===== src/rtl/sdreg_narrow_bridge.sv =====
`timescale 1ns/1ps
module sdreg_narrow_bridge #(
  parameter int AW = 8,
  parameter int CYC_PER_US = 200,
  parameter int SLOW_HZ = 400000,
  parameter int ZERO_US = 10,
  parameter int HZW = 32
) (
  input  logic           clk,
  input  logic           rst_n,
  input  logic [HZW-1:0] card_hz,
  input  logic           up_req,
  input  logic           up_we,
  input  logic [1:0]     up_size,
  input  logic [AW-1:0]  up_addr,
  input  logic [31:0]    up_wdata,
  output logic           up_ready,
  output logic           up_done,
  output logic [31:0]    up_rdata,
  output logic           dn_req,
  output logic           dn_we,
  output logic [AW-1:0]  dn_addr,
  output logic [31:0]    dn_wdata,
  input  logic           dn_ack,
  input  logic [31:0]    dn_rdata
);
  localparam int CW = $clog2(CYC_PER_US + 1);
  localparam int UW = $clog2(ZERO_US + 1);
  localparam logic [HZW:0]  GAP_UNITS = (HZW+1)'(4000000);
  localparam logic [AW-1:0] A_BSZ = AW'(8'h04);
  localparam logic [AW-1:0] A_BCNT = AW'(8'h06);
  localparam logic [AW-1:0] A_XMODE = AW'(8'h0C);
  localparam logic [AW-1:0] A_CMD = AW'(8'h0E);

  typedef enum logic [2:0] {S_IDLE, S_RD, S_WB, S_WR, S_GAP, S_DONE} st_t;

  function automatic logic [31:0] lane_merge(input logic [31:0] old, input logic [31:0] val,
                                             input logic half, input logic [1:0] off);
    logic [31:0] m;
    logic [4:0] sh;
    sh = {off, 3'b000};
    m = half ? 32'h0000_ffff : 32'h0000_00ff;
    return (old & ~(m << sh)) | ((val & m) << sh);
  endfunction

  st_t st;
  logic [31:0] blk_sh, cmd_sh, wd_q, rd_q;
  logic [AW-1:0] a_q;
  logic [1:0] sz_q;
  logic we_q, more;
  logic [CW-1:0] cyc;
  logic [UW-1:0] us;
  logic [HZW:0] accu;

  wire hw      = (up_size == 2'b01);
  wire is_blk  = hw && (up_addr == A_BSZ || up_addr == A_BCNT);
  wire is_xm   = hw && (up_addr == A_XMODE);
  wire is_cmd  = hw && (up_addr == A_CMD);
  wire gap_need = (card_hz <= HZW'(SLOW_HZ));
  wire [HZW:0] accu_nx = accu + (HZW+1)'(card_hz);
  wire gap_end = (card_hz == '0) ? ((us + 1'b1) >= UW'(ZERO_US)) : (accu_nx >= GAP_UNITS);
  wire [4:0] rsh = {a_q[1:0], 3'b000};
  wire [31:0] lane_rd = sz_q[1] ? dn_rdata :
                        ((dn_rdata >> rsh) & (sz_q[0] ? 32'h0000_ffff : 32'h0000_00ff));

  always_ff @(posedge clk) begin
    if (!rst_n) begin
      st <= S_IDLE;
      blk_sh <= '0;
      cmd_sh <= '0;
      wd_q <= '0;
      rd_q <= '0;
      a_q <= '0;
      sz_q <= '0;
      we_q <= 1'b0;
      more <= 1'b0;
      cyc <= '0;
      us <= '0;
      accu <= '0;
    end else begin
      case (st)
        S_IDLE: if (up_req) begin
          a_q <= up_addr;
          sz_q <= up_size;
          we_q <= up_we;
          wd_q <= up_wdata;
          if (!up_we) st <= S_RD;
          else if (up_size[1]) st <= S_WR;
          else if (is_blk) begin
            blk_sh <= lane_merge(blk_sh, up_wdata, 1'b1, up_addr[1:0]);
            st <= S_DONE;
          end else if (is_xm) begin
            cmd_sh <= lane_merge(cmd_sh, up_wdata, 1'b1, up_addr[1:0]);
            st <= S_DONE;
          end else if (is_cmd) begin
            wd_q <= lane_merge(cmd_sh, up_wdata, 1'b1, up_addr[1:0]);
            if (blk_sh != '0) begin
              more <= 1'b1;
              st <= S_WB;
            end else st <= S_WR;
          end else st <= S_RD;
        end
        S_RD: if (dn_ack) begin
          if (we_q) begin
            wd_q <= lane_merge(dn_rdata, wd_q, sz_q[0], a_q[1:0]);
            st <= S_WR;
          end else begin
            rd_q <= lane_rd;
            st <= S_DONE;
          end
        end
        S_WB, S_WR: if (dn_ack) begin
          if (st == S_WB) blk_sh <= '0;
          if (gap_need) begin
            st <= S_GAP;
            cyc <= '0;
            us <= '0;
            accu <= '0;
          end else if (more) begin
            more <= 1'b0;
            st <= S_WR;
          end else st <= S_DONE;
        end
        S_GAP: begin
          if (cyc == CW'(CYC_PER_US - 1)) begin
            cyc <= '0;
            us <= us + 1'b1;
            accu <= accu_nx;
            if (gap_end) begin
              more <= 1'b0;
              st <= more ? S_WR : S_DONE;
            end
          end else cyc <= cyc + 1'b1;
        end
        default: st <= S_IDLE;
      endcase
    end
  end

  assign up_ready = (st == S_IDLE);
  assign up_done  = (st == S_DONE);
  assign up_rdata = rd_q;
  assign dn_req   = (st == S_RD) || (st == S_WB) || (st == S_WR);
  assign dn_we    = (st == S_WB) || (st == S_WR);
  assign dn_addr  = (st == S_WB) ? A_BSZ : {a_q[AW-1:2], 2'b00};
  assign dn_wdata = (st == S_WB) ? blk_sh : wd_q;
endmodule


===== config.mk =====
export PLATFORM = sky130hd
export DESIGN_NAME = sdreg_narrow_bridge
export DESIGN_NICKNAME = d
export VERILOG_FILES = /design/src/rtl/sdreg_narrow_bridge.sv
export SDC_FILE = /design/constraint.sdc
export NUM_CORES = 1
export LEC_CHECK = 0
export ABC_CLOCK_PERIOD_IN_PS = 4600
export BUFFER_PORTS_ARGS = -buffer_cell sky130_fd_sc_hd__buf_2
export CORE_UTILIZATION = 44
export DETAILED_ROUTE_END_ITERATION = 6
export PLACE_DENSITY = 0.67
export SETUP_SLACK_MARGIN = 0.05
export SLEW_MARGIN = 20
export SYNTH_ARGS = -nofsm -noshare
export SYNTH_HDL_FRONTEND = slang
export SYNTH_SLANG_ARGS = --single-unit

===== constraint.sdc =====
create_clock -name clk -period 4.6 [get_ports clk]
set_input_delay 0.46 -clock clk [delete_from_list [all_inputs] [get_ports clk]]
set_output_delay 0.46 -clock clk [all_outputs]
set_load 0.005 [all_outputs]

# Word level (Yosys, flattened, before mapping)

Cells that the tools add are included.
W data, S select, Z words.

Bits in registers: 188
Input bits: 111
Output and inout port bits: 76

$add $sub $neg: 3
Magnitude comparators: 3
Equal/unequal tests: 27
Shifts and indexed selects: 5
Multiplexer cells: 60
Bitwise gates (word level): 13
Reductions and logical operators: 24

Operator list:

| cell                    | number |
|---|---|
| $mux W32                | 16 |
| $and A32 B32 Y32        | 4 |
| $pmux W32 S2            | 2 |
| $mux W33                | 3 |
| $or A32 B32 Y32         | 3 |
| $pmux W33 S2            | 1 |
| $not A32 Y32            | 2 |
| $shl A16 B5 Y32         | 2 |
| $mux W3                 | 13 |
| $add A33 B32 Y33        | 1 |
| $ge A33 B22 Y1 const B  | 1 |
| $and A32 B16 Y32        | 1 |
| $le A32 B19 Y1 const B  | 1 |
| $logic_not A32 Y1       | 1 |
| $mux W8                 | 4 |
| $reduce_bool A32 Y1     | 1 |
| $shl A16 B5 Y32 const A | 1 |
| $shl A32 B5 Y32         | 1 |
| $shr A32 B5 Y32         | 1 |
| $ne A2 B2 Y1 const B    | 13 |
| $eq A8 B3 Y1 const B    | 2 |
| $eq A8 B4 Y1 const B    | 2 |
| $mux W16                | 1 |
| $pmux W8 S2             | 1 |
| other kinds (28)        | 57 |

# Longest topological paths before layout

Gate-level depths: netlist of the first run.

Depth after elaboration: 11
Depth in mapped cells: 12

# Least setup slack after synthesis of the first run

Ideal clock, no wire load.

Path kind: input port to flip-flop
From: in card_hz[0]
To: reg st[1]
Setup time: 117 ps
Arrival time: 3277 ps
Setup slack: 1207 ps
Cell stages on the path: 12
Buffers on the path: 0
Path through: ha_1 > fa_1 > a211oi_2 > o21ai_4 > a311oi_4 > nor4b_2 > nor4_1 > or2_1 > a2111o_1 > a311oi_2 > a21oi_2 > a22o_1

Word-level cells in the longest chain between the ends: 5

Ends and longest elaborated chain:

| what                        | line | RTL |
|---|---|---|
| start, declared             | 11   | `input logic [HZW-1:0] card_hz,` |
| $add A33 B32 Y33            | 60   | `wire [HZW:0] accu_nx = accu + (HZW+1)'(card_hz);` |
| $ge A33 B22 Y1              | 61   | `wire gap_end = (card_hz == '0) ? ((us + 1'b1) >= UW'(ZERO_US)) : (accu_nx >= GAP_UNITS);` |
| $mux W1                     | 61   |  |
| $ne A2 B2 Y1 (no line)      | n/a  |  |
| $reduce_and A5 Y1 (no line) | n/a  |  |
| end signal, assigned        | 131  | `st <= more ? S_WR : S_DONE;` |
| end, declared               | 46   | `st_t st;` |

Parallel ways exist; a longest one is shown, timed or not. The select of a mux whose other input is x is not followed.
A chain may end at the register's enable or synchronous reset.

# Final worst setup path of the first run

From: reg accu[0]
To: reg st[1]

Word-level cells in the longest chain between the ends: 5

Ends and longest elaborated chain:

| what                        | line | RTL |
|---|---|---|
| start, declared             | 53   | `logic [HZW:0] accu;` |
| start signal, assigned      | 128  | `accu <= accu_nx;` |
| $add A33 B32 Y33            | 60   |  |
| $ge A33 B22 Y1              | 61   |  |
| $mux W1                     | 61   |  |
| $ne A2 B2 Y1 (no line)      | n/a  |  |
| $reduce_and A5 Y1 (no line) | n/a  |  |

Every way passes these cells.

==> flow_summary.json, run 1 <==
{
  "drt_pre_antenna_iters": 5,
  "tritoncts": "yes",
  "cp_max_fo": 5,
  "switching_share_pct": 39.3,
  "final_nets": 1724,
  "synth_area_per_cell_um2": 7.91,
  "gr-total-overflow": 0,
  "timing.fmax_mhz": 282,
  "required_ns": 4.94,
  "ys.flop_type": "dfxtp_1",
  "synth-edff-count": 0,
  "numPortBuffers": 184,
  "syn_area_um2": 11600,
  "final_common_cell": "nand2_1",
  "arrival_ns": 3.88,
  "routed_via_density": 6.10,
  "track_usage_pct": 28.5,
  "synth_top_area_share_pct": 32.6,
  "worst_pin_slew_ns": 1.07,
  "dp_hpwl_um": 28200,
  "gp_congestion": 0.914,
  "die-width_um": 164,
  "cts_max_path_buffers": 2,
  "r2r_cells": 12,
  "grt_pass1_vias": 10400,
  "seq_area_um2": 3760,
  "rows": 58,
  "rsz0062_at_grt": "no",
  "drv_cap": 0,
  "start_util_pct": 45.4,
  "worstHoldPathCells": 3,
  "coreArea_um2": 25500,
  "status": "completed",
  "top_layer_used": "met4",
  "cts.clk_slew.worst_paths_ns": 0.08,
  "p_clk_share_pct": 30.5,
  "antenna_found_initial": 3,
  "combPwrFrac_pct": 31.5,
  "crit_start": "accu[0]",
  "ys_seq_area_share_pct": 32.6,
  "synthDistinctLibCells": 76,
  "drive_above_1_share_pct": 18.5,
  "wl_um": 38500,
  "post_cts_resized": 0,
  "ir_drop_v": 0.000230,
  "start_kind": "flop",
  "p_switching_w": 0.00204,
  "fillCellCount": 2461,
  "post-route-min-period_ns": 3.55,
  "reg2reg_from": "accu[0]",
  "cts_sinks": 188,
  "period_share_pct": 77.1,
  "cp_slowest_cell": "fa_1",
  "design_area_um2": 13300,
  "synthToLayoutAreaGrowth_pct": 14.9,
  "cp_cell_sequence": "ha_1, fa_1, a211oi_2, o21ai_4, a311oi_4, nor4b_2, nor4_1, or2_1, a2111o_1, a311oi_2, a21oi_2, a22o_1",
  "fp.dieArea_um2": 26900,
  "drc_errors": 0,
  "relSlewSlack_pct": 28.6,
  "finalSetupViolations": 0,
  "wl_met1_um": 17800,
  "ant_nets": 0,
  "p_leak_nw": 5.43,
  "cts_max_level": 4,
  "seq_power_share_pct": 38.0,
  "synthTopCellsByArea": "dfxtp_1, nand2_1, a21oi_1",
  "grt_pass1_wl_um": 59000,
  "worstHoldPathType": "in2reg",
  "synth_seq_cells": 188,
  "power.density_nw_per_um2": 391,
  "r2r_slack_ns": 1.05,
  "drt_iter0_drc": 1294,
  "hold_viol": 0,
  "fp.dieH_um": 164,
  "post-route-util_pct": 52.1,
  "worst_clock_skew_ns": 0.0197,
  "synthArstFlopShare_pct": 0,
  "postCtsSetupBuffers": 0,
  "clock-root-buffer": "clkbuf_16",
  "critPathCaptureType": "flop",
  "yosysTopAreaCell": "dfxtp_1",
  "hp-start": "up_addr[5]",
  "worstSetupPathType": "reg2reg",
  "cts_buffers": 17,
  "grt_max_degree": 103,
  "wl_per_cell_um": 20.0,
  "wl_met3_um": 3540,
  "final_cells": 1921,
  "hold_buffers": 0,
  "via_count": 11700,
  "synthCells": 1461,
  "ioPinCount": 187,
  "p_int_w": 0.00315,
  "maxSlewViolCount": 0,
  "tns_ns": 0,
  "dpl_cell_area_um2": 12600,
  "clk_latency_ns": 0.45,
  "placedCellCount": 1885,
  "synth_warnings": 0,
  "cpPeakStageDelay_ns": 0.45,
  "final_cell_mix": "nand2_1, dfxtp_1, buf_2, a21oi_1, nor2_1",
  "multi_input_area_um2": 7380,
  "dr_wl_met2_um": 16200
}
-- metrics by stage --
step                setup WS, ns  total power, W  hold WS [ns]
global placement           0.889         0.00357         0.437
finish                      1.05         0.00520         0.260
CTS                         1.09         0.00517         0.254
global route               0.864         0.00544         0.268
detailed placement         0.803         0.00359         0.443
floorplan                   1.21         0.00297         0.429
-- critical path, delay by kind of cell, from the launching register on --
kind	cells	cell delay, ns
AO/OA/AOI/OAI	7	1.88
adder cells (fa/ha/maj)	2	0.67
flip-flops	1	0.32
AND/OR/NAND/NOR	3	0.59
-- sequential cells by signal (all words and copies together) (netlist names) --
register / count
we_q: 1
more: 1
us: 4
up_rdata: 32
cyc: 8
sz_q: 2
accu: 33
st: 3
blk_sh: 32
wd_q: 32
cmd_sh: 32
a_q: 8
-- metal layers --
metal  vias to the layer above  GRT usage (%)
met4                         0           10.3
met2                       557           40.0
li1                       5626              -
met3                        60           6.19
met5                         -              0
met1                      5472           42.2
-- logic make-up after synthesis --
family / synth area share, %
other: 0.0325
flip-flops: 32.6
AO/OA/AOI/OAI: 30.2
adder cells (fa/ha/maj): 4.18
buffers and inverters: 3.81
AND/OR/NAND/NOR: 21.8
multiplexers: 4.86
XOR/XNOR: 2.50
-- cell usage after synthesis, types with 18 or more instances --
cell type,n
a211oi_1,36
nor2b_1,71
nand2_1,214
o21ai_0,82
a22oi_1,48
mux2_2,41
ha_1,37
nor3_1,18
o211a_1,24
dfxtp_1,188
xnor2_1,22
nand3_1,42
o211ai_1,25
a21boi_0,22
nor2_1,89
clkbuf_1,85
a22o_1,23
a21oi_1,128
nand2b_1,22
-- path summary, 6_finish.rpt --
path,end
max,st[1]
min,a_q[5]
max reg2reg,st[1]
min reg2reg,a_q[5]
-- area by class of cell --
| type | count | share of cell area [%] |
|---|---|---|
| diodes | 3 | 0.0565 |
| clock buffers | 17 | 3.20 |
| clock inverters | 15 | 1.63 |
| inverters | 12 | 0.339 |
| multi-input cells | 1160 | 55.6 |
| flip-flops and latches | 188 | 28.3 |
| well taps | 330 | 3.11 |
| repair buffers | 196 | 7.76 |
-- power by group through the flow --
stage          registers (W)  logic (W)  clock network (W)
2_1_floorplan        0.00191    0.00106                  0
3_3_place_gp         0.00200    0.00157                  0
3_5_place_dp         0.00200    0.00159                  0
4_1_cts              0.00196    0.00160            0.00161
5_1_grt              0.00199    0.00179            0.00167
6_report             0.00198    0.00164            0.00158
Note: power is estimated with default switching activity, not from simulation.
==> run 2: changes to the inputs <==
ABC_AREA = 1   (was default)
ABC_CLOCK_PERIOD_IN_PS = 3150   (was 4600)
PLACE_DENSITY = 0.69   (was 0.67)
clock period = 3.15 ns   (was 4.6 ns; I/O delays follow)
==> flow_summary.json, run 2 <==
{
  "status": "completed",
  "worst_pin_slew_ns": 0.874,
  "timing.fmax_mhz": 351,
  "ys_seq_area_share_pct": 29.2,
  "gr-max-usage-layer": "met2",
  "worstHoldPathType": "in2reg",
  "seq_area_um2": 3760,
  "ir_drop_v": 0.000400,
  "track_usage_pct": 29.6,
  "gr-total-overflow": 0,
  "period_share_pct": 90.3,
  "power.total_w": 0.00927,
  "tns_ns": 0,
  "die-width_um": 173,
  "clk_latency_ns": 0.47,
  "synthTopCellsByArea": "dfxtp_1, nand2_1, o21ai_0",
  "grt_pass1_wl_um": 70300,
  "fp.dieH_um": 173,
  "drv_cap": 0,
  "arrival_ns": 2.53,
  "yosysTopAreaCell": "dfxtp_1",
  "synth_top_area_share_pct": 29.2,
  "synth_area_per_cell_um2": 6.29,
  "post-route-min-period_ns": 2.85,
  "syn_area_um2": 12900,
  "ant_nets": 0,
  "ys_top_cells_by_count": "nand2_1, inv_1, o21ai_0",
  "dpl_cell_area_um2": 14200,
  "wl_um": 44800,
  "synthArstFlopShare_pct": 0,
  "relSlewSlack_pct": 41.1,
  "cts_buffers": 17,
  "multi_input_area_um2": 7580,
  "grt_pass1_vias": 13100,
  "fp.dieArea_um2": 29900,
  "cts_sinks": 188,
  "synth_warnings": 0,
  "hold_viol": 0,
  "antenna_found_initial": 2,
  "largest-register": "accu",
  "drive_above_1_share_pct": 16.2,
  "coreArea_um2": 28800,
  "routed_via_density": 5.55,
  "synth_seq_cells": 188,
  "grt_util_met2_pct": 48.1,
  "grt_max_degree": 83,
  "cts_max_level": 4,
  "ys.flop_type": "dfxtp_1",
  "drt_iter0_drc": 1419,
  "worst_clock_skew_ns": 0.0231,
  "largest_reg_flops": 33,
  "rsz0062_at_grt": "no",
  "clock-root-buffer": "clkbuf_16",
  "cts_max_path_buffers": 2,
  "ioPinCount": 187,
  "dp_hpwl_um": 34300,
  "drt_pre_antenna_iters": 6,
  "rows": 62,
  "met3_usage_pct": 4.35,
  "final_common_cell": "nand2_1",
  "cpPeakStageDelay_ns": 0.51,
  "finalSetupViolations": 0,
  "wl_per_cell_um": 17.3,
  "drc_errors": 0,
  "synthCells": 2047,
  "critPathCaptureType": "output port",
  "cp_cell_sequence": "inv_2, nand3_2, buf_4, o21ai_0, buf_2",
  "start_kind": "flop",
  "required_ns": 2.83,
  "cp_max_fo": 28,
  "yosysMostFrequentCell": "nand2_1",
  "synthToLayoutAreaGrowth_pct": 15.0,
  "gp_congestion": 0.977,
  "gr-usage-met1_pct": 39.1,
  "cp_slowest_cell": "nand3_2",
  "final_cell_mix": "nand2_1, inv_1, o21ai_0, dfxtp_1, buf_2",
  "synth-edff-count": 0,
  "p_leak_nw": 6.98,
  "maxSlewViolCount": 0,
  "synthDistinctLibCells": 57,
  "final_nets": 2335,
  "design_area_um2": 14800,
  "via_count": 14300,
  "start_util_pct": 44.7,
  "worstSetupPathType": "reg2out",
  "fillCellCount": 2964,
  "numPortBuffers": 184,
  "cts.clk_slew.worst_paths_ns": 0.10,
  "whs_ns": 0.132,
  "tritoncts": "yes",
  "power.density_nw_per_um2": 626
}
-- run 2: cell types whose count changed in the layout (fill, tap and decap cells not counted), sizes merged, moves of 24 or more --
cell	delta
a211oi	-30
a21oi	+49
inv	+283
nor2b	-71
nand3	+99
o21ai	+192
nand2	+273
o211ai	-24
mux2	-41
a22oi	-48
nor2	+68
-- run 2: worst paths after layout --
kind,start,end,slack (ns),cells past startpoint
setup reg to reg,accu[22],st[2],0.39,20
setup / recovery,st[2],dn_wdata[24],0.30,5
hold reg to reg,up_rdata[19],up_rdata[19],0.46,2
hold / removal,up_addr[6],a_q[6],0.13,3
-- run 2: area by class of cell --
cell class / instances / share of cell area, %
repair buffers: 219 / 8.18
clock inverters: 15 / 1.42
well taps: 384 / 3.25
inverters: 299 / 7.58
clock buffers: 17 / 2.87
multi-input cells: 1461 / 51.2
diodes: 2 / 0.0338
flip-flops and latches: 188 / 25.4
-- run 2: layer usage --
| metal | vias to the layer above | share of wire (%) | wire (um) |
|---|---|---|---|
| li1 | 7029 | - | - |
| met4 | 0 | 3.6 | 1630 |
| met5 | - | 0 | 0 |
| met2 | 591 | 46 | 20800 |
| met1 | 6625 | 43 | 19300 |
| met3 | 93 | 6.9 | 3070 |
-- run 2: logic make-up (layout without fill, tap and decap cells) --
logic type / after synthesis / in the layout / share of synthesized area (%)
xor gates and xnor gates: 14 / 14 / 0.952
and+or+nand+nor: 855 / 855 / 28.8
AOI/OAI and AO/OA: 552 / 552 / 25.2
adders and majority gates: 38 / 38 / 3.75
buffers and inverters: 399 / 550 / 12.1
DFF: 188 / 188 / 29.2
other: 1 / 4 / 0.0291
-- run 2: repair_timing --
item                                    in CTS  in global routing
hold buffers                                 0                  0
buffers inserted                             0                  0
endpoints found under the setup margin       0                  1
resized for setup                            0                  1
-- run 2: worst max-delay path, delay by kind of cell (launching register included) --
| family | cells | cell delay, ns |
|---|---|---|
| AOI/OAI and AO/OA | 1 | 0.37 |
| DFF | 1 | 0.40 |
| buffers and inverters | 3 | 0.76 |
| and+or+nand+nor | 1 | 0.51 |
-- run 2: through the flow --
stage / util, % / std cells / worst slack [ns]
CTS: 51.4 / 2583 / 0.332
finish: 51.4 / 2585 / 0.304
floorplan: - / 2048 / 0.470
global placement: 49.2 / 2551 / 0.228
detailed placement: 49.2 / 2551 / 0.217
global route: 51.4 / 2585 / 0.117
-- run 2: where the power goes --
part | internal, W | switching, W
Clock | 0.00110 | 0.00123
Combinational | 0.00125 | 0.00266
Sequential | 0.00273 | 0.000310
Total | 0.00507 | 0.00420
==> run 3: changes to the inputs <==
ABC_CLOCK_PERIOD_IN_PS = 3400   (was 3150)
PLACE_DENSITY = 0.66   (was 0.69)
RECOVER_POWER = 50   (was default)
clock period = 3.4 ns   (was 3.15 ns; I/O delays follow)
==> flow_summary.json, run 3 (synthesis results as in run 2) <==
{
  "postCtsSetupBuffers": 0,
  "clk_latency_ns": 0.46,
  "drive_above_1_share_pct": 13.0,
  "via_count": 14300,
  "grt_pass1_wl_um": 70300,
  "wl_um": 45100,
  "power.density_nw_per_um2": 588,
  "start_kind": "flop",
  "routed_via_density": 5.53,
  "rows": 62,
  "r2r_cells": 10,
  "largest-register": "accu",
  "hp-start": "up_addr[4]",
  "cts_buffers": 17,
  "ant_nets": 0,
  "tns_ns": 0,
  "wl_met1_um": 19800,
  "hold_viol": 0,
  "wl_met3_um": 2850,
  "ir_drop_v": 0.000377,
  "cts_max_level": 4,
  "grt_pass1_vias": 13200,
  "fp.dieArea_um2": 29900,
  "antenna_found_initial": 0,
  "fillCellCount": 3020,
  "num_antenna_cells": 0,
  "r2r_slack_ns": 0.31,
  "numPortBuffers": 184,
  "power.total_w": 0.00854,
  "final_common_cell": "nand2_1",
  "maxSlewViolCount": 0,
  "hold_buffers": 0,
  "worstHoldPathType": "in2reg",
  "coreArea_um2": 28800,
  "worst_clock_skew_ns": 0.0212,
  "post_cts_resized": 0,
  "cts.clk_slew.worst_paths_ns": 0.09,
  "largest_reg_flops": 33,
  "dp_hpwl_um": 34300,
  "reg2reg_from": "st[1]",
  "r2r_end": "wd_q[15]",
  "arrival_ns": 3.47,
  "gp_congestion": 0.942,
  "track_usage_pct": 29.6,
  "relSlewSlack_pct": 29.7,
  "drt_pre_antenna_iters": 6,
  "min_to": "a_q[4]",
  "whs_ns": 0.160,
  "post-route-min-period_ns": 3.09,
  "start_util_pct": 44.7,
  "p_leak_nw": 6.85,
  "clock-root-buffer": "clkbuf_16",
  "ioPinCount": 187,
  "grt_max_degree": 79,
  "final_cell_mix": "nand2_1, inv_1, o21ai_0, dfxtp_1, a21oi_1",
  "cts_max_path_buffers": 2,
  "drv_cap": 0,
  "cts_sinks": 188,
  "finalSetupViolations": 0,
  "wl_per_cell_um": 17.5,
  "top_layer_used": "met4",
  "synthToLayoutAreaGrowth_pct": 12.9,
  "drc_errors": 0,
  "cp_max_fo": 23,
  "timing.fmax_mhz": 323,
  "final_nets": 2329,
  "status": "completed",
  "drt_iter0_drc": 1597,
  "worstHoldPathCells": 3,
  "required_ns": 3.78,
  "worstSetupPathType": "reg2reg",
  "die-width_um": 173,
  "worst_pin_slew_ns": 1.06,
  "rsz0062_at_grt": "no",
  "tritoncts": "yes",
  "fp.dieH_um": 173,
  "dr_wl_met2_um": 20900,
  "post-route-util_pct": 50.5,
  "period_share_pct": 91.0,
  "critPathCaptureType": "flop",
  "gr-total-overflow": 0
}
-- run 3: cell count changes in the layout (fill, tap and decap cells not counted), sizes merged --
cell,previous run,this run
bufinv,0,2
inv,301,303
clkinvlp,1,0
clkinv,12,9
diode,2,0
buf,219,186
clkbuf,17,44
-- run 3: area by class of cell --
class / count / area, um2 / share of cell area [%]
Clock buffer: 17 / 425 / 2.93
Clock inverter: 15 / 216 / 1.49
Inverter: 299 / 1120 / 7.72
Multi-Input combinational cell: 1461 / 7410 / 51.0
Sequential cell: 188 / 3760 / 25.9
Tap cell: 384 / 480 / 3.31
Timing Repair Buffer: 213 / 1110 / 7.65
-- run 3: worst max-delay path by stage --
| stage | startpoint | to | slack (ns) | cells past startpoint |
|---|---|---|---|---|
| 2_1_floorplan | up_addr[0] | wd_q[16] | 0.69 | 14 |
| 3_3_place_gp | card_hz[31] | accu[15] | 0.43 | 13 |
| 6_report | st[1] | wd_q[15] | 0.31 | 10 |
| 3_5_place_dp | card_hz[31] | accu[15] | 0.36 | 13 |
| 5_1_grt | st[1] | cmd_sh[29] | 0.11 | 11 |
| 4_1_cts | st[1] | wd_q[15] | 0.43 | 10 |
-- run 3: per-layer routing --
layer | track usage (%) | vias to the layer above
met4 | 11.0 | 0
met3 | 4.22 | 90
met5 | 0 | -
met1 | 38.9 | 6593
li1 | - | 7027
met2 | 49.3 | 550
-- run 3: worst max-delay path, cell delays in order (launching register included) --
cell	delay, ns
dfxtp_1	0.36
nor2_1	0.28
inv_1	0.14
nor2_4	0.17
inv_1	0.10
nor2_2	0.45
inv_1	0.35
a21oi_4	0.50
buf_4	0.33
o21ai_0	0.11
a31oi_1	0.20
-- run 3: power breakdown --
| part | switching, W | total (W) | internal, W |
|---|---|---|---|
| sequential | 0.000279 | 0.00280 | 0.00253 |
| clock | 0.00108 | 0.00223 | 0.00114 |
| combinational | 0.00243 | 0.00351 | 0.00108 |
| total | 0.00380 | 0.00854 | 0.00475 |
-- run 3: per-stage QoR --
step | std cells | area (um2) | worst slack [ns]
floorplan | 2048 | 12900 | 0.695
global placement | 2545 | 14100 | 0.428
detailed placement | 2545 | 14100 | 0.359
CTS | 2577 | 14800 | 0.429
global route | 2577 | 14500 | 0.114
finish | 2577 | 14500 | 0.306
